`src/rtl/synth_div_pkg.sv`:
```
// Shared constants and types for the synthesizer divider chain.
package synth_div_pkg;
    localparam int LOOP_W        = 14;   // feedback counter width
    localparam int REF_W         = 12;   // reference counter width (holds 2048)
    localparam int REF_RATIO_LO  = 2048; // select = 0
    localparam int REF_RATIO_HI  = 892;  // select = 1
    localparam int HCLK_SLOW     = 80;   // sleep ratio of the host clock
    localparam int HCLK_FRAC_LEN = 5;    // two output periods (2 + 3 cycles)
    localparam int HCLK_CW       = $clog2(HCLK_SLOW);

    typedef enum logic [1:0] {
        HCLK_OFF    = 2'b00,
        HCLK_FRAC   = 2'b01,
        HCLK_SLOW_A = 2'b10,
        HCLK_SLOW_B = 2'b11
    } hclk_mode_e;
endpackage

```
`src/rtl/ref_divider.sv`:
```
// Reference divider: divides the crystal clock by RATIO_A or RATIO_B.
// Emits a one-cycle tick at each terminal count; the select is loaded
// only at the terminal count. Assumes both ratios fit in W bits.
module ref_divider #(
    parameter int W       = 12,
    parameter int RATIO_A = 2048,
    parameter int RATIO_B = 892
) (
    input  logic clk,
    input  logic rst_n,
    input  logic sel_i,
    output logic tick_o
);
    localparam logic [W-1:0] RA = W'(RATIO_A);
    localparam logic [W-1:0] RB = W'(RATIO_B);

    logic [W-1:0] cnt_q;
    logic [W-1:0] ratio_q;

    // Count crystal cycles and reload the ratio at the terminal count.
    always_ff @(posedge clk) begin
        if (!rst_n) begin
            cnt_q   <= '0;
            ratio_q <= RA;
            tick_o  <= 1'b0;
        end else if (cnt_q == ratio_q - 1'b1) begin
            cnt_q   <= '0;
            ratio_q <= sel_i ? RB : RA;
            tick_o  <= 1'b1;
        end else begin
            cnt_q   <= cnt_q + 1'b1;
            tick_o  <= 1'b0;
        end
    end
endmodule

```
`src/rtl/loop_counter.sv`:
```
// Programmable feedback counter of one loop. It counts VCO strobes and
// emits a one-cycle tick on every ratio-th strobe. A programmed value
// below 2 divides by 2. A new value is loaded at the terminal count.
// Assumes DEFAULT_RATIO >= 2.
module loop_counter #(
    parameter int W             = 14,
    parameter int DEFAULT_RATIO = 7000
) (
    input  logic         clk,
    input  logic         rst_n,
    input  logic         vco_i,
    input  logic [W-1:0] prog_i,
    output logic         tick_o
);
    logic [W-1:0] cnt_q;
    logic [W-1:0] ratio_q;
    logic [W-1:0] eff_ratio;

    // Clamp the programmed value to the smallest legal ratio.
    always_comb eff_ratio = (prog_i < W'(2)) ? W'(2) : prog_i;

    // Count strobes and reload the ratio on the terminal strobe.
    always_ff @(posedge clk) begin
        if (!rst_n) begin
            cnt_q   <= '0;
            ratio_q <= W'(DEFAULT_RATIO);
            tick_o  <= 1'b0;
        end else begin
            tick_o <= 1'b0;
            if (vco_i) begin
                if (cnt_q == ratio_q - 1'b1) begin
                    cnt_q   <= '0;
                    ratio_q <= eff_ratio;
                    tick_o  <= 1'b1;
                end else begin
                    cnt_q <= cnt_q + 1'b1;
                end
            end
        end
    end
endmodule

```
`src/rtl/phase_freq_det.sv`:
```
// Phase-frequency detector on tick inputs. A reference tick sets up and
// a feedback tick sets down. When both would be high, both clear.
// Assumes the inputs are one-cycle ticks in the same clock domain.
module phase_freq_det (
    input  logic clk,
    input  logic rst_n,
    input  logic ref_tick_i,
    input  logic fb_tick_i,
    output logic up_o,
    output logic dn_o
);
    logic up_nxt;
    logic dn_nxt;

    // Merge new ticks into the held state, then apply the clear rule.
    always_comb begin
        up_nxt = up_o | ref_tick_i;
        dn_nxt = dn_o | fb_tick_i;
        if (up_nxt && dn_nxt) begin
            up_nxt = 1'b0;
            dn_nxt = 1'b0;
        end
    end

    // Register the detector state.
    always_ff @(posedge clk) begin
        if (!rst_n) begin
            up_o <= 1'b0;
            dn_o <= 1'b0;
        end else begin
            up_o <= up_nxt;
            dn_o <= dn_nxt;
        end
    end
endmodule

```
`src/rtl/host_clk_div.sv`:
```
// Host clock divider. It is off, divides by 2.5 (alternating periods of 2
// and 3 cycles), or divides by 80 (40 cycles high, 40 low). A new mode is
// taken at the end of the current pattern, or on the next cycle when off.
module host_clk_div
    import synth_div_pkg::*;
(
    input  logic       clk,
    input  logic       rst_n,
    input  logic [1:0] mode_i,
    output logic       clk_o
);
    localparam logic [HCLK_CW-1:0] FRAC_LAST = HCLK_CW'(HCLK_FRAC_LEN - 1);
    localparam logic [HCLK_CW-1:0] SLOW_LAST = HCLK_CW'(HCLK_SLOW - 1);
    localparam logic [HCLK_CW-1:0] SLOW_HALF = HCLK_CW'(HCLK_SLOW / 2);

    hclk_mode_e         mode_q;
    logic [HCLK_CW-1:0] cnt_q;
    logic               is_slow;
    logic               wrap;

    // Decode the pattern end for the active mode.
    always_comb begin
        is_slow = (mode_q == HCLK_SLOW_A) || (mode_q == HCLK_SLOW_B);
        wrap    = ((mode_q == HCLK_FRAC) && (cnt_q == FRAC_LAST)) ||
                  (is_slow && (cnt_q == SLOW_LAST));
    end

    // Advance the phase counter and take a new mode at pattern boundaries.
    always_ff @(posedge clk) begin
        if (!rst_n) begin
            mode_q <= HCLK_OFF;
            cnt_q  <= '0;
        end else if (mode_q == HCLK_OFF || wrap) begin
            mode_q <= hclk_mode_e'(mode_i);
            cnt_q  <= '0;
        end else begin
            cnt_q  <= cnt_q + 1'b1;
        end
    end

    // Derive the output level from the mode and phase.
    always_comb begin
        case (mode_q)
            HCLK_FRAC:   clk_o = (cnt_q == '0) || (cnt_q == HCLK_CW'(2));
            HCLK_SLOW_A,
            HCLK_SLOW_B: clk_o = (cnt_q < SLOW_HALF);
            default:     clk_o = 1'b0;
        endcase
    end
endmodule

```
`src/rtl/synth_divider_chain.sv`:
```
// Top of the dual-loop synthesizer divider chain: one shared reference
// divider, two loops (feedback counter + detector) built by generate,
// and the host clock divider. Everything runs on the crystal clock.
// Assumes VCO strobes are already synchronized to clk.
module synth_divider_chain
    import synth_div_pkg::*;
#(
    parameter int TX_DEFAULT = 7000,
    parameter int RX_DEFAULT = 5000
) (
    input  logic              clk,
    input  logic              rst_n,
    input  logic              ref_sel_i,
    input  logic [LOOP_W-1:0] tx_div_i,
    input  logic [LOOP_W-1:0] rx_div_i,
    input  logic              tx_vco_i,
    input  logic              rx_vco_i,
    input  logic [1:0]        hclk_mode_i,
    output logic              ref_tick_o,
    output logic              tx_fb_tick_o,
    output logic              rx_fb_tick_o,
    output logic              tx_up_o,
    output logic              tx_dn_o,
    output logic              rx_up_o,
    output logic              rx_dn_o,
    output logic              host_clk_o
);
    localparam int N_LOOPS = 2;

    logic              ref_tick;
    logic [LOOP_W-1:0] div_arr [N_LOOPS];
    logic              vco_arr [N_LOOPS];
    logic              fb_arr  [N_LOOPS];
    logic              up_arr  [N_LOOPS];
    logic              dn_arr  [N_LOOPS];

    // Pack the per-loop ports into arrays (index 0 transmit, 1 receive).
    always_comb begin
        div_arr[0] = tx_div_i;
        div_arr[1] = rx_div_i;
        vco_arr[0] = tx_vco_i;
        vco_arr[1] = rx_vco_i;
    end

    ref_divider #(
        .W       (REF_W),
        .RATIO_A (REF_RATIO_LO),
        .RATIO_B (REF_RATIO_HI)
    ) u_ref (
        .clk    (clk),
        .rst_n  (rst_n),
        .sel_i  (ref_sel_i),
        .tick_o (ref_tick)
    );

    for (genvar g = 0; g < N_LOOPS; g++) begin : g_loop
        loop_counter #(
            .W             (LOOP_W),
            .DEFAULT_RATIO ((g == 0) ? TX_DEFAULT : RX_DEFAULT)
        ) u_cnt (
            .clk    (clk),
            .rst_n  (rst_n),
            .vco_i  (vco_arr[g]),
            .prog_i (div_arr[g]),
            .tick_o (fb_arr[g])
        );

        phase_freq_det u_pfd (
            .clk        (clk),
            .rst_n      (rst_n),
            .ref_tick_i (ref_tick),
            .fb_tick_i  (fb_arr[g]),
            .up_o       (up_arr[g]),
            .dn_o       (dn_arr[g])
        );
    end

    host_clk_div u_hclk (
        .clk    (clk),
        .rst_n  (rst_n),
        .mode_i (hclk_mode_i),
        .clk_o  (host_clk_o)
    );

    // Drive the per-loop outputs from the arrays.
    always_comb begin
        ref_tick_o   = ref_tick;
        tx_fb_tick_o = fb_arr[0];
        rx_fb_tick_o = fb_arr[1];
        tx_up_o      = up_arr[0];
        tx_dn_o      = dn_arr[0];
        rx_up_o      = up_arr[1];
        rx_dn_o      = dn_arr[1];
    end
endmodule

```
`config.mk`:
```
export PLATFORM = sky130hd
export DESIGN_NAME = synth_divider_chain
export DESIGN_NICKNAME = d
export VERILOG_FILES = /design/src/rtl/synth_div_pkg.sv /design/src/rtl/ref_divider.sv /design/src/rtl/loop_counter.sv /design/src/rtl/phase_freq_det.sv /design/src/rtl/host_clk_div.sv /design/src/rtl/synth_divider_chain.sv
export SDC_FILE = /design/constraint.sdc
export NUM_CORES = 1
export LEC_CHECK = 0
export ABC_AREA = 1
export BUFFER_PORTS_ARGS = -buffer_cell sky130_fd_sc_hd__buf_2
export CORE_ASPECT_RATIO = 1.5
export CORE_MARGIN = 5
export CORE_UTILIZATION = 25
export CTS_CLUSTER_DIAMETER = 200
export DETAILED_ROUTE_END_ITERATION = 10
export PLACE_DENSITY_LB_ADDON = 0.25
export SETUP_SLACK_MARGIN = 0.3
export SLEW_MARGIN = 15
export SYNTH_ARGS = -nofsm -noshare
export SYNTH_HDL_FRONTEND = slang
export SYNTH_SLANG_ARGS = --single-unit
```
`constraint.sdc`:
```
create_clock -name clk -period 2.2 [get_ports clk]
set_input_delay 0.44 -clock clk [delete_from_list [all_inputs] [get_ports clk]]
set_output_delay 0.44 -clock clk [all_outputs]
set_load 0.05 [all_outputs]
```
==> key figures, run 1 <==
Critical path
  • Critical Path RT: roughly 2.5 ns
  • Cells along the critical path: inv_2 > buf_6 > nand3_4 > buf_6 > nor2_4 > nand2_1 > nand2_2 > inv_2 > nor2_2 > nand3_2 > nor2_4 > buf_6 > nand3_1 > nand3_1
  • CP delay by family, top: simple AND/OR/NAND/NOR gates
  • Crit Path Class: reg -> reg
  • CP startpoint kind: flop
  • Internal reg-to-reg setup slack: approximately 0.25 ns
  • Data arrival, critical path: about 2.2 ns
  • CP dominant cell by count: buf_6
  • Setup crit end kind: flop
  • Crit-path max FO: 6
  • Buf/Inv on CP: 5
  • Slowest-stage cell, CP: dfxtp_2
  • Crit-path max cell delay: roughly 0.32 ns

Layout
  • Synthesis-to-layout area growth: 32.3%
  • NumNets Final: 1010
  • Antenna diodes: 0
  • Multi-input logic area: ~3700 µm²
  • Most frequent cells in the layout: 196 x nand2_1, 115 x inv_1, 103 x nor2_1
  • Most common cell after layout, fill and taps aside: nand2_1
  • FF+latch area: 1750 µm²
  • Ratio of cells with drive above 1 in the final layout: roughly 30%
  • Number of fill cells: ~2500
  • Fin util: between 30 and 40%

CTS
  • CTS root buffer: clkbuf_16
  • Clock sink total: 86
  • CTS Buf Count: 9
  • H-tree depth reported by CTS: 3
  • Worst-path clk slew: roughly 0.070 ns
  • # hold bufs at CTS: 0
  • CTS max path bufs: 2
  • CTS tree: done
  • Worst skew pair latency: between 0.3 and 0.4 ns

Power
  • Max IR drop VDD: 0.307 mV
  • Total power: ~3.4 mW
  • Pwr/cell area: 457 nW/µm²
  • Static leakage: between 3 and 4 nW

Placed design
  • Dpl ws: between 0.05 and 0.06 ns
  • HPWL after DPL: 12400 µm
  • IO buf count: 42
  • RD Place Congestion: around 0.86

Floorplan
  • CORE AREA: about 22000 µm²
  • Die ar.: 25400 µm²
  • Boundary Pins: 43
  • # rows: 67
  • Initial Utilization: between 20% and 30%
  • Die Wd: 132 µm
  • Die Y: approximately 190 µm

Drt
  • DRC viols: 0
  • Drt pass-1 iters: 4
  • Via Count: 5625
  • Wirelength per Cell: between 10 and 15 µm
  • Initial DRC Count: 240
  • Vias per cell: between 4 and 5
  • DRT antenna net count: 0
  • Drt total wl: approximately 16000 µm

Synthesis
  • Synth Flop Type: dfxtp_1
  • Syn_area_per_cell: ~6.3 µm²
  • Yosys Warn Count: 0
  • Sequential area share after synthesis: 30.9%
  • Cells after Synth: roughly 900
  • Syn Nets: around 900
  • Flops & latches, synth: 86
  • Cell Area, Synth: ~5600 µm²
  • Async S/R FF share, synth: 0%
  • Number of flops mapped to enable cells by yosys: 0
  • Post-synthesis cell type count: 44

GRT
  • Total gr overflow: 0
  • GR Util met3: 1.77%
  • Met2 global-route usage: roughly 25%
  • Most Crowded Layer GR: met2
  • Largest net degree at the start of global routing: 55
  • First-pass GRT wire length: between 20000 and 30000 µm
  • Vias in the first global route: 5398
  • GRT Overall Usage: ~13%
  • Initial antenna violation count: 0
  • GRT met1 Usage: roughly an eighth

Status
  • Status: finished clean

STA
  • Post-layout min period: 1.95 ns
  • Final setup vio count: 0
  • Fin crit share: about 89%
  • Clock skew: between 0.01 and 0.015 ns
  • Fin Setup TNS: 0 ns
  • Slew HR: between 60% and 70%
  • Tightest Pin Transition: between 0.4 and 0.5 ns
  • Max-slew violation count: 0
  • Final Hold Vio Count: 0
  • RSZ-0062 raised after global routing: true
  • Setup WS post-layout: 0.248 ns
  • FMAX: between 500 and 600 MHz

Flow run
  • Max-cap viol count: 0

Hold path
  • Worst min-delay path class: in -> reg
==> synthesized netlist by cell type (all sizes together) (9+ instances only) <==
| cell | count | area share, % |
|---|---|---|
| inv | 137 | 9.3 |
| nand3 | 92 | 9.1 |
| a21oi | 17 | 1.5 |
| xor2 | 23 | 3.8 |
| buf | 9 | 1.3 |
| o21ai | 15 | 1.4 |
| nand4 | 31 | 3.8 |
| nor3 | 17 | 1.5 |
| xnor2 | 16 | 2.5 |
| nor2 | 143 | 11 |
| nand2 | 254 | 18 |
| dfxtp | 86 | 31 |
==> power by group <==
| group | switching, mW | internal (mW) | total, mW |
|---|---|---|---|
| combinational | 0.132 | 0.0712 | 0.203 |
| sequential | 0.0148 | 1.57 | 1.59 |
| clock | 0.684 | 0.890 | 1.57 |
| total | 0.830 | 2.53 | 3.36 |
==> layer usage <==
metal	vias to the layer above	wire length, µm
met3	33	432
met2	90	8840
li1	2939	-
met4	0	607
met5	-	0
met1	2563	6380
==> state kept, by name, indices dropped and copies added (netlist names) <==
name	flops
u_ref.tick_o	1
g_loop.u_cnt.ratio_q	28
g_loop.u_pfd.up_o	2
g_loop.u_pfd.dn_o	2
g_loop.u_cnt.tick_o	2
u_ref.ratio_q	2
u_hclk.mode_q	2
u_hclk.cnt_q	7
g_loop.u_cnt.cnt_q	28
u_ref.cnt_q	12
==> per-stage QoR <==
step           hold WS, ns  std cells  cell area (µm²)
2_1_floorplan        0.418        881             5570
6_report             0.297       1248             7360
3_5_place_dp         0.446       1212             6270
3_3_place_gp         0.440       1212             6270
5_1_grt              0.293       1248             7360
4_1_cts              0.282       1232             6800
==> logic make-up after synthesis <==
logic type	after synthesis	share of synthesized area (%)
simple gates	552	45.5
xor+xnor	39	6.28
buf+inv	155	11.3
compound gates	41	4.16
flops	86	30.9
fa+ha+maj	8	1.80
==> repair_timing <==
| item | in CTS | in global routing |
|---|---|---|
| endpoints found under the hold margin | 0 | 0 |
| setup buffers | 3 | 16 |
| gates cloned | 1 | 0 |
| endpoints found under the setup margin | 55 | 60 |
| gates resized for setup | 57 | 139 |
| pin swaps | 16 | 73 |
==> area by class of cell <==
| cell class | count | share of cell area (%) |
|---|---|---|
| inverters | 138 | 7.18 |
| multi-input cells | 640 | 51.0 |
| clock inverters | 6 | 0.935 |
| repair buffers | 92 | 9.35 |
| clock buffers | 10 | 3.11 |
| flip-flops and latches | 86 | 23.8 |
| well taps | 276 | 4.69 |
==> worst reg2reg max path, delay by kind of cell (launching register included) <==
kind / cells / cell delay, ns
buffers and inverters: 5 / 0.52
flip-flops: 1 / 0.32
AND/OR/NAND/NOR: 9 / 1.05
==> path summary, 6_finish.rpt <==
check	from	end	depth (start not counted)
setup / recovery	g_loop[1].u_cnt.ratio_q[0]$_SDFFE_PN0P_	g_loop[1].u_cnt.ratio_q[7]$_SDFFE_PN1P_	14
hold reg to reg	u_hclk.cnt_q[0]$_SDFF_PP0_	u_hclk.cnt_q[0]$_SDFF_PP0_	1
hold / removal	tx_div_i[7]	g_loop[0].u_cnt.ratio_q[7]$_SDFFE_PN0P_	3
setup reg to reg	g_loop[1].u_cnt.ratio_q[0]$_SDFFE_PN0P_	g_loop[1].u_cnt.ratio_q[7]$_SDFFE_PN1P_	14
Note: power is estimated with default switching activity, not from simulation.
==> run 2: changes to the inputs <==
--- a/config.mk
+++ b/config.mk
@@ -12,7 +12,7 @@
 export CORE_UTILIZATION = 25
 export CTS_CLUSTER_DIAMETER = 200
 export DETAILED_ROUTE_END_ITERATION = 10
-export PLACE_DENSITY_LB_ADDON = 0.25
+export PLACE_DENSITY = 0.5
 export SETUP_SLACK_MARGIN = 0.3
 export SLEW_MARGIN = 15
 export SYNTH_ARGS = -nofsm -noshare
==> run 2 against run 1 <==
First-iteration DRC count is 20% higher; cell area decreased by 0.22%; fmax decreased by 2.7%; clock-buffer cell count stayed put; clock skew down 0.0010 ns; worst hold slack got worse by 0.0012 ns; clock power down 3%; sequential power hardly changed; global-route usage increased by 0.51 points; critical endpoint is now g_loop[1].u_cnt.ratio_q[3]$_SDFFE_PN1P_.
==> key figures, run 2 (synthesis results as in run 1) <==
CTS
  • H-tree depth reported by CTS: 3
  • CTS tree: done
  • Worst-path clk slew: roughly 0.070 ns
  • # hold bufs at CTS: 0
  • CTS Buf Count: 9
  • Worst skew pair latency: 0.34 ns
  • CTS root buffer: clkbuf_16
  • Clock sink total: 86
  • CTS max path bufs: 2

STA
  • FMAX: approximately 500 MHz
  • Tightest Pin Transition: between 0.3 and 0.4 ns
  • Fin crit share: around nine tenths
  • Clock skew: about 0.010 ns
  • Post-layout min period: around 2.0 ns
  • Final setup vio count: 0
  • Max-slew violation count: 0
  • Slew HR: 75.0%
  • RSZ-0062 raised after global routing: true
  • Fin Setup TNS: 0 ns
  • Final Hold Vio Count: 0
  • Final hold slack: between 0.2 and 0.3 ns

Flow run
  • Max-cap viol count: 0

Power
  • Int Power: between 2 and 3 mW
  • P_sw: about 0.80 mW
  • Switching portion of total power: 24.0%
  • Static leakage: approximately 3.5 nW
  • Sequential share of power: approximately 48%
  • Power share of the clock group: a little under half
  • Pwr/cell area: roughly 450 nW/µm²
  • Max IR drop VDD: between 0.3 and 0.4 mV
  • Combinational Power Share: 6.3%

Floorplan
  • Die Y: 193 µm
  • Boundary Pins: 43
  • Die Wd: 132 µm
  • Die ar.: 25400 µm²
  • Initial Utilization: around 25%
  • CORE AREA: ~22000 µm²
  • # rows: 67

Status
  • Status: finished clean

Critical path
  • Setup crit end kind: flop
  • Critical Path RT: between 2 and 2.5 ns
  • Crit-path max FO: 7
  • CP startpoint kind: flop
  • Crit Path Class: reg -> reg
  • Data arrival, critical path: roughly 2.2 ns

Drt
  • Wirelength per Cell: ~13 µm
  • Vias per cell: about 4.5
  • DRT antenna net count: 0
  • Drt pass-1 iters: 4
  • Via Count: roughly 5600
  • Initial DRC Count: 288
  • DRC viols: 0
  • Drt total wl: about 17000 µm

Layout
  • Synthesis-to-layout area growth: 32.0%
  • Antenna diodes: 0
  • Most common cell after layout, fill and taps aside: nand2_1
  • Number of fill cells: about 2500
  • Most frequent cells in the layout: 199 x nand2_1, 119 x inv_1, 98 x nor2_1
  • Registers with the most flip-flops: g_loop.u_cnt.cnt_q x28, g_loop.u_cnt.ratio_q x28, u_ref.cnt_q x12
  • Final std cells w/o fill: between 1000 and 1500
  • NumNets Final: 1009
  • Ratio of cells with drive above 1 in the final layout: between 20 and 30%

GRT
  • GRT Overall Usage: 13.1%
  • Vias in the first global route: about 5500
  • First-pass GRT wire length: approximately 27000 µm
  • Initial antenna violation count: 0
  • Largest net degree at the start of global routing: 47
  • Total gr overflow: 0

Placed design
  • DP Cell Count: around 1200
  • IO buf count: 42
  • HPWL after DPL: 12800 µm
  • RD Place Congestion: about 0.86

Hold path
  • Worst min-delay path class: in -> reg
==> run 2: cell count changes in the layout (fill, tap and decap cells not counted), sizes merged <==
cell    delta
inv        -1
buf        -2
clkbuf     +1
==> run 2: final cells by class <==
type / instances / area, µm² / area share, %
clock buffers: 10 / 229 / 3.12
clock inverters: 5 / 60.1 / 0.818
inverters: 138 / 533 / 7.26
multi-input cells: 640 / 3720 / 50.7
flip-flops and latches: 86 / 1750 / 23.8
well taps: 276 / 345 / 4.70
repair buffers: 91 / 704 / 9.60
==> run 2: metal layers <==
layer  track usage [%]  wire length (µm)
met5                 0                 0
met4              5.78               481
met3              2.01               385
met2              26.2              9300
met1              13.1              6630
==> run 2: worst max-delay path: stages (launching register included) <==
cell	delay (ns)
dfxtp_2	0.34
inv_4	0.08
ha_4	0.16
nand2_4	0.09
o21ai_2	0.19
nand2_2	0.07
nand2_2	0.08
nand2_1	0.06
nor2_2	0.13
inv_2	0.06
nor2_4	0.12
nand3_4	0.10
buf_6	0.15
buf_12	0.13
nand2_2	0.04
nand3_1	0.07
==> run 2: worst paths after layout <==
check | start | end | slack, ns | cells past startpoint
setup / recovery | g_loop[1].u_cnt.ratio_q[0]$_SDFFE_PN0P_ | g_loop[1].u_cnt.ratio_q[3]$_SDFFE_PN1P_ | 0.19 | 15
hold / removal | tx_div_i[7] | g_loop[0].u_cnt.ratio_q[7]$_SDFFE_PN0P_ | 0.30 | 3
setup reg to reg | g_loop[1].u_cnt.ratio_q[0]$_SDFFE_PN0P_ | g_loop[1].u_cnt.ratio_q[3]$_SDFFE_PN1P_ | 0.19 | 15
hold reg to reg | u_ref.cnt_q[0]$_SDFF_PP0_ | u_ref.cnt_q[0]$_SDFF_PP0_ | 0.45 | 1
==> run 2: metrics by stage <==
stage | instance area (µm²) | util [%] | power, mW | setup slack, ns
floorplan | 5570 | - | 1.72 | 0.304
global placement | 6220 | 28.1 | 1.81 | 0.0305
detailed placement | 6220 | 28.1 | 1.81 | 0.0248
CTS | 6930 | 31.3 | 3.38 | 0.231
global route | 7340 | 33.2 | 3.47 | 0.0768
finish | 7340 | 33.2 | 3.32 | 0.193
==> run 2: what timing repair did <==
action,in CTS,in global routing
gates resized for setup,87,94
pin swaps,36,50
setup buffers,13,11
gates cloned,1,1
endpoints found under the setup margin,56,59
==> run 2: power groups by stage <==
stage	clock, mW	combinational (mW)	sequential, mW
global placement	0	0.189	1.62
detailed placement	0	0.188	1.62
global route	1.65	0.233	1.59
floorplan	0	0.104	1.62
finish	1.53	0.208	1.59
CTS	1.59	0.198	1.59
